**src/rtl/dip_pkg.sv**
```systemverilog
package dip_pkg;

  typedef enum logic [2:0] {
    CL_IOP = 3'd0,
    CL_FOP = 3'd1,
    CL_ILD = 3'd2,
    CL_IST = 3'd3,
    CL_FLD = 3'd4,
    CL_FST = 3'd5,
    CL_BR  = 3'd6,
    CL_NOP = 3'd7
  } iclass_e;

  typedef enum logic [2:0] {
    FU_NONE = 3'd0,
    FU_INT  = 3'd1,
    FU_FP   = 3'd2,
    FU_MEM  = 3'd3,
    FU_BR   = 3'd4
  } fu_e;

  function automatic fu_e fu_of(iclass_e c);
    case (c)
      CL_IOP:                         return FU_INT;
      CL_FOP:                         return FU_FP;
      CL_ILD, CL_IST, CL_FLD, CL_FST: return FU_MEM;
      CL_BR:                          return FU_BR;
      default:                        return FU_NONE;
    endcase
  endfunction

  function automatic logic is_fp_fmt(iclass_e c);
    return (c == CL_FOP) || (c == CL_FLD) || (c == CL_FST);
  endfunction

  function automatic logic is_store(iclass_e c);
    return (c == CL_IST) || (c == CL_FST);
  endfunction

  function automatic logic is_operate(iclass_e c);
    return (c == CL_IOP) || (c == CL_FOP);
  endfunction

  function automatic logic writes_dst(iclass_e c);
    return is_operate(c) || (c == CL_ILD) || (c == CL_FLD);
  endfunction

  function automatic logic reads_a(iclass_e c);
    return (c != CL_NOP);
  endfunction

  function automatic logic reads_b(iclass_e c);
    return is_operate(c) || is_store(c);
  endfunction

endpackage

```
**src/rtl/dip_pair_rules.sv**
```systemverilog
module dip_pair_rules
  import dip_pkg::*;
(
  input  iclass_e cls_a,
  input  iclass_e cls_b,
  output logic    pair_ok
);
  fu_e  fu_a, fu_b;
  logic unit_clash, st_op_clash, br_st_clash;

  always_comb begin
    fu_a        = fu_of(cls_a);
    fu_b        = fu_of(cls_b);
    unit_clash  = (fu_a == fu_b) && (fu_a != FU_NONE);
    st_op_clash = (is_store(cls_a) && is_operate(cls_b) &&
                   (is_fp_fmt(cls_a) != is_fp_fmt(cls_b))) ||
                  (is_store(cls_b) && is_operate(cls_a) &&
                   (is_fp_fmt(cls_b) != is_fp_fmt(cls_a)));
    br_st_clash = ((cls_a == CL_BR) && (cls_b == CL_IST)) ||
                  ((cls_b == CL_BR) && (cls_a == CL_IST));
    pair_ok     = !unit_clash && !st_op_clash && !br_st_clash;
  end

  // identical non-nop classes never pair
  always_comb begin
    if ((cls_a == cls_b) && (cls_a != CL_NOP))
      assert_same_unit_R3: assert (!pair_ok);
  end

endmodule

```
**src/rtl/dip_src_hazard.sv**
```systemverilog
module dip_src_hazard
  import dip_pkg::*;
#(
  parameter int NREG = 32,
  parameter int RW   = 5
) (
  input  iclass_e           cls,
  input  logic [RW-1:0]     sra,
  input  logic [RW-1:0]     srb,
  input  logic [NREG-1:0]   busy,
  output logic              blocked
);
  logic hit_a, hit_b;

  always_comb begin
    hit_a   = reads_a(cls) && busy[sra];
    hit_b   = reads_b(cls) && busy[srb];
    blocked = hit_a || hit_b;
  end

endmodule

```
**src/rtl/dual_issue_pairer.sv**
```systemverilog
module dual_issue_pairer
  import dip_pkg::*;
#(
  parameter  int NREG = 32,
  localparam int RW   = $clog2(NREG)
) (
  input  logic            clk,
  input  logic            rst_n,
  input  logic            pair_valid,
  output logic            pair_ready,
  input  logic [2:0]      old_cls,
  input  logic [RW-1:0]   old_dst,
  input  logic [RW-1:0]   old_sra,
  input  logic [RW-1:0]   old_srb,
  input  logic [2:0]      yng_cls,
  input  logic [RW-1:0]   yng_dst,
  input  logic [RW-1:0]   yng_sra,
  input  logic [RW-1:0]   yng_srb,
  input  logic [NREG-1:0] load_busy,
  input  logic            stall,
  output logic [1:0]      iss_cnt
);
  localparam int NSLOT = 2;

  iclass_e         cls_q [NSLOT];
  logic [RW-1:0]   dst_q [NSLOT];
  logic [RW-1:0]   sra_q [NSLOT];
  logic [RW-1:0]   srb_q [NSLOT];
  logic [NSLOT-1:0] v_q;

  iclass_e         in_cls [NSLOT];
  logic [RW-1:0]   in_dst [NSLOT];
  logic [RW-1:0]   in_sra [NSLOT];
  logic [RW-1:0]   in_srb [NSLOT];

  logic [NSLOT-1:0] src_blk;
  logic             pair_ok;
  logic             dep_raw;
  logic             go_old, go_yng;
  logic [1:0]       occ;

  assign in_cls[0] = iclass_e'(old_cls);
  assign in_dst[0] = old_dst;
  assign in_sra[0] = old_sra;
  assign in_srb[0] = old_srb;
  assign in_cls[1] = iclass_e'(yng_cls);
  assign in_dst[1] = yng_dst;
  assign in_sra[1] = yng_sra;
  assign in_srb[1] = yng_srb;

  // per-slot scoreboard check
  for (genvar g = 0; g < NSLOT; g++) begin : g_haz
    dip_src_hazard #(.NREG(NREG), .RW(RW)) u_haz (
      .cls     (cls_q[g]),
      .sra     (sra_q[g]),
      .srb     (srb_q[g]),
      .busy    (load_busy),
      .blocked (src_blk[g])
    );
  end

  dip_pair_rules u_rules (
    .cls_a   (cls_q[0]),
    .cls_b   (cls_q[1]),
    .pair_ok (pair_ok)
  );

  // younger reads what older writes
  always_comb begin
    dep_raw = writes_dst(cls_q[0]) &&
              ((reads_a(cls_q[1]) && (sra_q[1] == dst_q[0])) ||
               (reads_b(cls_q[1]) && (srb_q[1] == dst_q[0])));
  end

  always_comb begin
    go_old     = v_q[0] && !src_blk[0] && !stall;
    go_yng     = go_old && v_q[1] && !src_blk[1] && pair_ok && !dep_raw;
    iss_cnt    = {1'b0, go_old} + {1'b0, go_yng};
    occ        = {1'b0, v_q[0]} + {1'b0, v_q[1]};
    pair_ready = !stall && (iss_cnt == occ);
  end

  always_ff @(posedge clk) begin
    if (!rst_n) begin
      v_q <= '0;
      for (int i = 0; i < NSLOT; i++) begin
        cls_q[i] <= CL_NOP;
        dst_q[i] <= '0;
        sra_q[i] <= '0;
        srb_q[i] <= '0;
      end
    end else if (!stall) begin
      if (pair_valid && pair_ready) begin
        v_q <= '1;
        for (int i = 0; i < NSLOT; i++) begin
          cls_q[i] <= in_cls[i];
          dst_q[i] <= in_dst[i];
          sra_q[i] <= in_sra[i];
          srb_q[i] <= in_srb[i];
        end
      end else if (go_old) begin
        if (v_q[1] && !go_yng) begin
          cls_q[0] <= cls_q[1];
          dst_q[0] <= dst_q[1];
          sra_q[0] <= sra_q[1];
          srb_q[0] <= srb_q[1];
          v_q      <= 2'b01;
        end else begin
          v_q <= '0;
        end
      end
    end
  end

  // R4 (also R2, R3, R5): dual issue only for a legal class pair
  assert_pair_rule_R4: assert property (@(posedge clk) disable iff (!rst_n)
    (iss_cnt == 2'd2) |-> pair_ok);

  // nothing leaves while the oldest slot has a busy source
  assert_raw_src_R6: assert property (@(posedge clk) disable iff (!rst_n)
    (iss_cnt != 2'd0) |-> !src_blk[0]);

  // a blocked oldest slot stops both slots
  assert_order_R7: assert property (@(posedge clk) disable iff (!rst_n)
    (v_q[0] && src_blk[0]) |-> (iss_cnt == 2'd0));

  // partial issue leaves one held slot
  assert_hold_one_R9: assert property (@(posedge clk) disable iff (!rst_n)
    (iss_cnt == 2'd1 && v_q == 2'b11 && !stall) |=> (v_q == 2'b01));

  // stall freezes the slots
  assert_stall_hold_R10: assert property (@(posedge clk) disable iff (!rst_n)
    stall |=> ($stable(v_q) && $stable(dst_q[0]) && $stable(sra_q[1])));

  // an accepted pair fills both slots
  assert_accept_R12: assert property (@(posedge clk) disable iff (!rst_n)
    (pair_valid && pair_ready) |=> (v_q == 2'b11));

endmodule

```
**config.mk**
```make
export PLATFORM = sky130hd
export DESIGN_NAME = dual_issue_pairer
export DESIGN_NICKNAME = d
export VERILOG_FILES = /design/src/rtl/dip_pkg.sv /design/src/rtl/dip_pair_rules.sv /design/src/rtl/dip_src_hazard.sv /design/src/rtl/dual_issue_pairer.sv
export SDC_FILE = /design/constraint.sdc
export NUM_CORES = 1
export LEC_CHECK = 0
export ABC_AREA = 1
export CAP_MARGIN = 20
export CORE_MARGIN = 5
export CORE_UTILIZATION = 50
export DETAILED_ROUTE_END_ITERATION = 10
export HOLD_SLACK_MARGIN = 0.05
export PLACE_DENSITY_LB_ADDON = 0.2
export SLEW_MARGIN = 20
export SYNTH_ARGS = -nofsm -noshare
export SYNTH_HDL_FRONTEND = slang
export SYNTH_SLANG_ARGS = --single-unit
```
**constraint.sdc**
```tcl
create_clock -name clk -period 4.2 [get_ports clk]
set_clock_uncertainty 0.15 [all_clocks]
set_input_delay 0.63 -clock clk [delete_from_list [all_inputs] [get_ports clk]]
set_output_delay 0.63 -clock clk [all_outputs]
set_load 0.01 [all_outputs]
```
==> metrics.yaml, run 1 <==
cts_tree: "done"
nNetsFinal: 724
clk_latency_ns: 0.30
hold_buffers: 0
most-common-layout-cells: "nand2_1, nand3_1, clkdlybuf4s50_1"
crit_path_frequent_cell: "nand2_1"
dieArea_um2: 8870
min_path_cells: 2
cp_max_fo: 3
drive_gt1_share_pct: 10.4
synth_top_family_by_area: "simple AND/OR/NAND/NOR gates"
postRouteAntennaNets: 0
timing.rr.end: "cls_q[0][2]$_DFFE_PP_"
hp-start: "dst_q[1][4]$_SDFFCE_PP0P_"
power_density_nw_per_um2: 310
r2r-start: "sra_q[0][0]$_DFFE_PP_"
async_flop_share_pct: 0
ys_warn_count: 0
grt_max_degree: 24
cts_inserted_buffers: 5
arrival_ns: 3.15
p_sw_mw: 0.509
place_area_um2: 4510
yosys.area_share.simple_pct: 46.5
p_sw_share_pct: 35.3
synth-xor-area-share_pct: 3.22
antenna-diode-count: 0
wl_um: 11200
finalSetupViolCount: 0
first_iter_violations: 244
netlist_instances: 560
start_util_pct: 51.8
rsz0062_at_grt: "false"
clkPwrFrac_pct: 25.9
hold_path.class: "flip-flop to flip-flop"
syn-mean-instance-area_um2: 6.32
crit_path_start_kind: "primary input"
clk_pin_slew_ns: 0.09
post-place-ws_ns: -0.0708
drv_slew: 0
ys_ff_latch: 38
finalSetupTns_ns: 0
critPathMaxStageDelay_ns: 0.50
status: "complete, no violations"
syn-cell-area_um2: 3540
finish.utilization_pct: 68.0
worst-path-buf-inv: 4
worstRegToRegCells: 19
vias: 3951
synth_nets: 634
seq_area_frac_synth_pct: 31.7
htreeDepth: 2
rows: 30
max_freq_mhz: 255
cp_slowest_cell: "clkdlybuf4s50_1"
post-route-period-util_pct: 93.5
setup_slack_ns: 0.274
rrSetupSlack_ns: 0.65
cp.required_ns: 3.42
slew_headroom_pct: 67.9
p_int_mw: 0.933
nFillCells: 620
clk_path_buf_depth: 2
globalRouteTotalUtil_pct: 25.8
antenna_found_initial: 0
die_h_um: 94.2
grt_pass1_wl_um: 17900
yosys.area.top_type_share_pct: 30.5
clockRootBuffer: "clkbuf_8"
path_cells: "clkdlybuf4s50_1 > buf_4 > a21oi_2 > o21ai_1 > nand3_1 > nand2_1 > nand2_1 > nand2_1 > nor2_1 > nor2_1 > nor2_4 > nand2_1 > inv_1 > ha_1 > xor2_1 > nor3_2 > dlygate4sd2_1"
overflow: 0
core-area_um2: 6830
portBuffers: 74
pwr-share-comb_pct: 38.2
critPathTopFamily: "buffers and inverters"
cp-end-kind: "primary output"
gp_congestion: 0.966
route.detailed.drc: 0
finalPower_mw: 1.44
finalCriticalPeriod_ns: 3.93
ys_types: 32
worstMarginPinSlew_ns: 0.481
syn_to_final_growth_pct: 31.3
maxCapViolations: 0
p_leak_nw: 2.26
synth.area.mux_share_pct: 0
io_pins: 75
crit_type: "primary input to primary output"
grt_pass1_vias: 3687
place_hpwl_um: 8620
hold_violations: 0
synth_fa_ha_area_share_pct: 0.707
ys_top_cells_by_area: "edfxtp_1, nand2_1, nand3_1, inv_1, nor2_1"
synth_top_cell_by_area: "edfxtp_1"
wire_per_inst_um: 15.0
holdPathEnd: "dst_q[0][4]$_DFFE_PP_"
synth_edf_count: 36
synth_compound_area_share_pct: 6.33
synthFlopType: "edfxtp_1"
vdd_drop_max_uv: 242
final_common_cell: "nand2_1"
stdcell_area_um2: 4650
die_x_um: 94.2
first_pass_iters: 5
clock-sinks: 38
seq_power_share_pct: 36.0
viasPerCell: 5.29
==> per-stage QoR <==
stage	hold WS (ns)	instances
2_1_floorplan	0.337	560
3_3_place_gp	0.343	739
3_5_place_dp	0.347	739
4_1_cts	0.370	747
5_1_grt	0.391	747
6_report	0.368	747
==> state kept, by name, indices dropped and copies added (netlist names) <==
| signal | cells |
|---|---|
| v_q | 2 |
| srb_q | 10 |
| dst_q | 10 |
| cls_q | 6 |
| sra_q | 10 |
==> per-layer routing <==
| layer | vias to the layer above | GRT usage (%) | part of all wire, % |
|---|---|---|---|
| li1 | 1981 | - | - |
| met1 | 1741 | 30.7 | 40 |
| met2 | 192 | 43.3 | 48 |
| met3 | 37 | 4.41 | 8.0 |
| met4 | 0 | 15.2 | 4.4 |
| met5 | - | 0 | 0 |
==> worst reg2reg max path, stage by stage, from the launching register on <==
cell      delay (ns)
edfxtp_1        0.39
inv_1           0.38
nand2_1         0.10
nand3_1         0.10
nand3_1         0.08
nand2_1         0.13
nand2_1         0.06
nand3_1         0.09
nand2_1         0.06
nor2_1          0.18
nor2_4          0.08
nand2_1         0.09
inv_1           0.05
ha_1            0.30
xor2_1          0.18
nor3_2          0.22
nand3_1         0.25
or2_2           0.34
nand2_1         0.07
nand2_1         0.05
==> cell usage after synthesis, types with 3 or more instances <==
master / n
o21ai_0: 14
buf_6: 6
inv_2: 5
nand3_2: 3
a21oi_1: 7
nor2_1: 30
nand2_1: 213
clkbuf_1: 4
edfxtp_1: 36
inv_1: 64
o21ai_2: 7
nand3_1: 113
or2_2: 6
nor3_1: 3
xor2_1: 11
o211ai_1: 4
buf_2: 10
==> cell families (layout without fill, tap and decap cells) <==
| group | Yosys count | count (layout) |
|---|---|---|
| adders and majority gates | 2 | 2 |
| buffers and inverters | 92 | 183 |
| AOI/OAI and AO/OA | 36 | 36 |
| DFF | 38 | 38 |
| xor gates and xnor gates | 13 | 13 |
| and+or+nand+nor | 379 | 379 |
==> cell type report <==
cell class                 count  area [um^2]  area share (%)
multi-input combinational    430         2020            43.4
sequential                    38         1120            24.1
timing repair buffer         104          990            21.3
inverter                      71          269            5.79
tap                           96          120            2.58
clock buffer                   5         68.8            1.48
clock inverter                 3         63.8            1.37
==> how the worst max path moves through the flow <==
stage / cells after the start / slack, ns / end / start
floorplan: 18 / 0.05 / cls_q[0][0]$_DFFE_PP_ / load_busy[21]
global placement: 17 / -0.02 / pair_ready / load_busy[24]
detailed placement: 17 / -0.07 / pair_ready / load_busy[27]
CTS: 17 / 0.28 / pair_ready / load_busy[27]
global route: 16 / 0.03 / pair_ready / load_busy[22]
finish: 17 / 0.27 / pair_ready / load_busy[27]
==> power by group through the flow <==
| stage | registers [mW] | clock network, mW | logic, mW |
|---|---|---|---|
| floorplan | 0.505 | 0 | 0.346 |
| detailed placement | 0.526 | 0 | 0.544 |
| global route | 0.524 | 0.396 | 0.608 |
| global placement | 0.525 | 0 | 0.536 |
| CTS | 0.518 | 0.377 | 0.547 |
| finish | 0.519 | 0.373 | 0.551 |
==> repair_timing <==
item	4_1_cts	5_1_grt
endpoints found under the setup margin	1	0
setup buffers	0	0
resized for setup	2	0
No activity file was read; power rests on OpenSTA's default activity.
==> run 2: changes to the inputs <==
Settings changed: CORE_MARGIN 5 to default, REMOVE_ABC_BUFFERS from default to 1.
==> run 2 against run 1 <==
Compared with the run above:
- global-route usage increased by 4.6 points
- register-to-register slack got worse by 0.07 ns
- cell count decreased by 1.9%
- die area decreased by 16%
- utilization decreased by 1.6 points
- first-iteration DRC count increased by 52%
- hold slack improved by 0.0063 ns
- combinational power decreased by 3%
- critical path depth decreased by 1
- non-clock buffer count decreased by 14
==> metrics.yaml, run 2 (synthesis results as in run 1) <==
hold_violations: 0
hp-start: "dst_q[1][0]$_SDFFCE_PP0P_"
first_pass_iters: 7
rsz0062_at_grt: "false"
holdWs_ns: 0.374
slew_headroom_pct: 68.5
start_util_pct: 51.8
most-common-layout-cells: "nand2_1, nand3_1, clkdlybuf4s50_1"
route.detailed.drc: 0
place_hpwl_um: 7930
first_iter_violations: 372
worst-path-buf-inv: 3
core-area_um2: 6830
crit_type: "primary input to primary output"
grt_pass1_wl_um: 17400
cp.depth: 16
nNetsFinal: 710
clock-sinks: 38
wire_per_inst_um: 14.3
critPathMaxStageDelay_ns: 0.56
finalSetupViolCount: 0
grt_pass1_vias: 3726
crit_path_start_kind: "primary input"
vias: 3856
cp_slowest_cell: "clkdlybuf4s50_1"
globalRouteTotalUtil_pct: 30.3
clk_pin_slew_ns: 0.07
clk_latency_ns: 0.30
max_freq_mhz: 266
cts_inserted_buffers: 5
worstMarginPinSlew_ns: 0.473
rrSetupSlack_ns: 0.58
vdd_drop_max_uv: 290
viasPerCell: 5.26
htreeDepth: 2
cts_tree: "done"
cp_max_fo: 4
crit_path_frequent_cell: "nand2_1"
hold_path.class: "flip-flop to flip-flop"
status: "complete, no violations"
rows: 30
maxCapViolations: 0
final_common_cell: "nand2_1"
postRouteAntennaNets: 0
drv_slew: 0
place_area_um2: 4390
wl_um: 10500
cp-end-kind: "primary output"
finalSetupTns_ns: 0
finish.utilization_pct: 66.5
r2r-start: "srb_q[0][0]$_DFFE_PP_"
overflow: 0
portBuffers: 74
worstRegToRegCells: 19
path_cells: "clkdlybuf4s50_1 > nand2_1 > nand3_1 > nand3_1 > nand2_1 > nand2_1 > nand3_1 > nand3_1 > nand2_1 > nor2_1 > nand2_1 > inv_1 > ha_1 > xor2_1 > nor3_2 > dlymetal6s2s_1"
die_h_um: 86.2
die_x_um: 86.2
clk_path_buf_depth: 2
post-route-period-util_pct: 89.5
holdPathEnd: "dst_q[0][0]$_DFFE_PP_"
gp_congestion: 0.980
dieArea_um2: 7420
min_path_cells: 2
p_leak_nw: 2.20
power_density_nw_per_um2: 315
syn_to_final_growth_pct: 28.3
dp_cells: 725
antenna-diode-count: 0
cp.required_ns: 3.42
finalCriticalPeriod_ns: 3.76
hold_buffers: 0
timing.rr.end: "sra_q[0][0]$_DFFE_PP_"
critPathTopFamily: "simple AND/OR/NAND/NOR gates"
antenna_found_initial: 0
grt_max_degree: 24
drive_gt1_share_pct: 8.79
instances_no_fill: 733
io_pins: 75
nFillCells: 622
arrival_ns: 2.98
clockRootBuffer: "clkbuf_8"
largestRegisters: "dst_q (10), sra_q (10), srb_q (10)"
stdcell_area_um2: 4540
run 2: cell type report:
type	count	area, um^2	area share [%]
Clock inverter	3	68.8	1.52
Tap cell	96	120	2.64
Multi-Input combinational cell	430	2020	44.4
Inverter	71	269	5.92
Sequential cell	38	1120	24.7
Timing Repair Buffer	90	876	19.3
Clock buffer	5	68.8	1.52
run 2: report_power, final:
| part | internal, mW | total (mW) | switching [mW] |
|---|---|---|---|
| Combinational | 0.219 | 0.535 | 0.316 |
| Clock | 0.238 | 0.375 | 0.137 |
| Sequential | 0.470 | 0.520 | 0.0499 |
run 2: timing repair:
action,in CTS,in global routing
endpoints found under the setup margin,1,1
endpoints found under the hold margin,0,0
buffers inserted,0,0
resized for setup,1,2
run 2: how the worst max path moves through the flow:
stage                          startpoint                    end  slack [ns]
finish                      load_busy[20]             pair_ready        0.44
global route                load_busy[16]  srb_q[0][2]$_DFFE_PP_        0.13
CTS                         load_busy[21]             pair_ready        0.03
detailed placement          load_busy[21]             pair_ready       -0.04
global placement            load_busy[22]             pair_ready        0.04
floorplan           sra_q[0][0]$_DFFE_PP_  cls_q[0][0]$_DFFE_PP_       -0.22
run 2: tightest hold or removal path: stages, from the launching register on:
cell	delay (ns)
edfxtp_1	0.33
nand2_1	0.05
nand2_1	0.05
run 2: metal layers:
metal | GRT usage (%) | wire length, um | vias to the layer above
li1 | - | - | 1959
met1 | 36.8 | 4350 | 1673
met2 | 51.1 | 4870 | 178
met3 | 5.29 | 807 | 46
met4 | 16.5 | 477 | 0
met5 | 0 | 0 | -
run 2: metrics by stage:
step	worst slack, ns	power (mW)
5_1_grt	0.135	1.51
3_5_place_dp	-0.0447	1.05
6_report	0.442	1.43
3_3_place_gp	0.0385	1.04
4_1_cts	0.0337	1.43
2_1_floorplan	-0.223	0.825
==> run 3: changes to the inputs <==
Settings changed: CORE_UTILIZATION 50 to 47.
Clock period 4.2 ns to 3.4 ns, I/O delays scaled along.
==> run 3 against run 2 <==
Compared with the run above:
- the flow now finishes with violations (setup timing)
- critical endpoint unchanged
- utilization increased by 8.1 points
- register-to-register slack got worse by 0.53 ns
- sequential share of layout area decreased by 4.0 points
- sequential power increased by 21%
- die area increased by 6.2%
==> metrics.yaml, run 3 (synthesis results as in run 1) <==
rsz0062_at_grt: "true"
die_x_um: 88.8
overflow: 0
regArea_um2: 1120
clk_path_buf_depth: 2
p_sw_share_pct: 36.9
nFillCells: 557
first_iter_violations: 430
postRouteAntennaNets: 0
die_h_um: 88.8
cp_max_fo: 6
finish.utilization_pct: 74.6
portBuffers: 74
finalCriticalPeriod_ns: 3.46
clock-sinks: 38
io_pins: 75
clockRootBuffer: "clkbuf_8"
vias: 4406
clkPwrFrac_pct: 23.6
first_pass_iters: 6
syn_to_final_growth_pct: 52.8
power_density_nw_per_um2: 377
antenna_found_initial: 0
pwr-share-comb_pct: 45.6
cts_inserted_buffers: 5
grt_max_degree: 22
setup_slack_ns: -0.0554
antenna-diode-count: 0
drive_gt1_share_pct: 24.2
vdd_drop_max_uv: 400
start_util_pct: 48.8
crit_path_start_kind: "flip-flop"
clk_pin_slew_ns: 0.08
largestRegisters: "dst_q (10), sra_q (10), srb_q (10)"
p_leak_nw: 2.68
crit_type: "flip-flop to primary output"
core-area_um2: 7250
seq_power_share_pct: 30.8
max_freq_mhz: 289
nNetsFinal: 780
place_hpwl_um: 9470
post-route-period-util_pct: 102
cp-end-kind: "primary output"
violations: "setup timing"
maxCapViolations: 0
clk_latency_ns: 0.31
wl_um: 13900
grt_pass1_wl_um: 19300
cts_tree: "done"
path_cells: "buf_6 > buf_12 > buf_6 > buf_4 > nand2_1 > nand3_1 > nand3_1 > nand3_2 > nand3_2 > nand3_2 > nand2_1 > nor2_1 > nand2_1 > inv_2 > ha_4 > xor2_2 > nor3_2 > buf_2"
htreeDepth: 2
hold_path.class: "flip-flop to flip-flop"
slew_headroom_pct: 77.1
arrival_ns: 2.80
p_sw_mw: 0.753
status: "complete, but fails checks"
finalSetupViolCount: 1
final_common_cell: "nand2_1"
hold_violations: 0
critPathMaxStageDelay_ns: 0.42
grt_pass1_vias: 3932
worstMarginPinSlew_ns: 0.341
cp_slowest_cell: "edfxtp_1"
rows: 31
p_int_mw: 1.29
wire_per_inst_um: 17.3
finalSetupTns_ns: -0.0554
viasPerCell: 5.47
critPathTopFamily: "simple AND/OR/NAND/NOR gates"
route.detailed.drc: 0
dieArea_um2: 7880
cp.required_ns: 2.74
worst-path-buf-inv: 6
most-common-layout-cells: "nand2_1, nand3_1, buf_4"
post-place-ws_ns: -0.660
drv_slew: 0
gp_congestion: 0.953
globalRouteTotalUtil_pct: 33.2
multi_input_area_um2: 2220
[run 3: cell types whose count changed in the layout (fill, tap and decap cells not counted), sizes merged]
cell / before / now
buf: 16 / 84
clkdlybuf4s50: 73 / 46
dlygate4sd2: 0 / 27
clkbuf: 5 / 8
dlymetal6s2s: 1 / 0
[run 3: per-stage QoR]
| stage | cells | hold slack, ns | instance area, um^2 | power, mW |
|---|---|---|---|---|
| 3_5_place_dp | 782 | 0.351 | 4880 | 1.43 |
| 3_3_place_gp | 782 | 0.344 | 4880 | 1.42 |
| 4_1_cts | 793 | 0.370 | 5050 | 1.91 |
| 5_1_grt | 806 | 0.397 | 5410 | 2.13 |
| 6_report | 806 | 0.368 | 5410 | 2.04 |
| 2_1_floorplan | 539 | 0.337 | 3400 | 1.02 |
[run 3: path summary, 6_finish.rpt]
| kind | cells after the start | slack (ns) | end | from |
|---|---|---|---|---|
| min reg2reg | 2 | 0.37 | dst_q[0][4]$_DFFE_PP_ | dst_q[1][4]$_SDFFCE_PP0P_ |
| max | 18 | -0.06 | pair_ready | srb_q[1][0]$_SDFFCE_PP0P_ |
| max reg2reg | 24 | 0.05 | srb_q[0][3]$_DFFE_PP_ | srb_q[1][0]$_SDFFCE_PP0P_ |
| min | 2 | 0.37 | dst_q[0][4]$_DFFE_PP_ | dst_q[1][4]$_SDFFCE_PP0P_ |
[run 3: metal layers]
metal / up-vias / part of all wire (%) / GRT usage [%] / wire length (um)
met3: 51 / 9.1 / 4.38 / 1270
li1: 2097 / - / - / -
met1: 1997 / 40 / 43.2 / 5610
met5: - / 0 / 0 / 0
met4: 0 / 4.0 / 13.9 / 561
met2: 261 / 47 / 55.4 / 6490
[run 3: worst min-delay path, cell delays in order, from the launching register on]
cell,delay [ns]
edfxtp_1,0.33
nand2_1,0.05
nand2_1,0.04
[run 3: final cells by class]
type	count	area share (%)
Clock buffer	5	1.27
Clock inverter	3	1.27
Inverter	71	5.06
Multi-Input combinational cell	430	41.1
Sequential cell	38	20.7
Tap cell	99	2.29
Timing Repair Buffer	160	28.3
[run 3: timing repair]
action,in CTS,in global routing
setup endpoints to repair,74,74
pin swaps,4,21
setup buffers,2,11
cloned,1,3
hold buffers,0,0
gates resized for setup,45,63
[run 3: power by group through the flow]
stage	clock [mW]	combinational (mW)	sequential, mW
2_1_floorplan	0	0.365	0.655
3_5_place_dp	0	0.796	0.635
4_1_cts	0.477	0.812	0.624
3_3_place_gp	0	0.786	0.633
5_1_grt	0.490	1.00	0.635
6_report	0.481	0.931	0.629
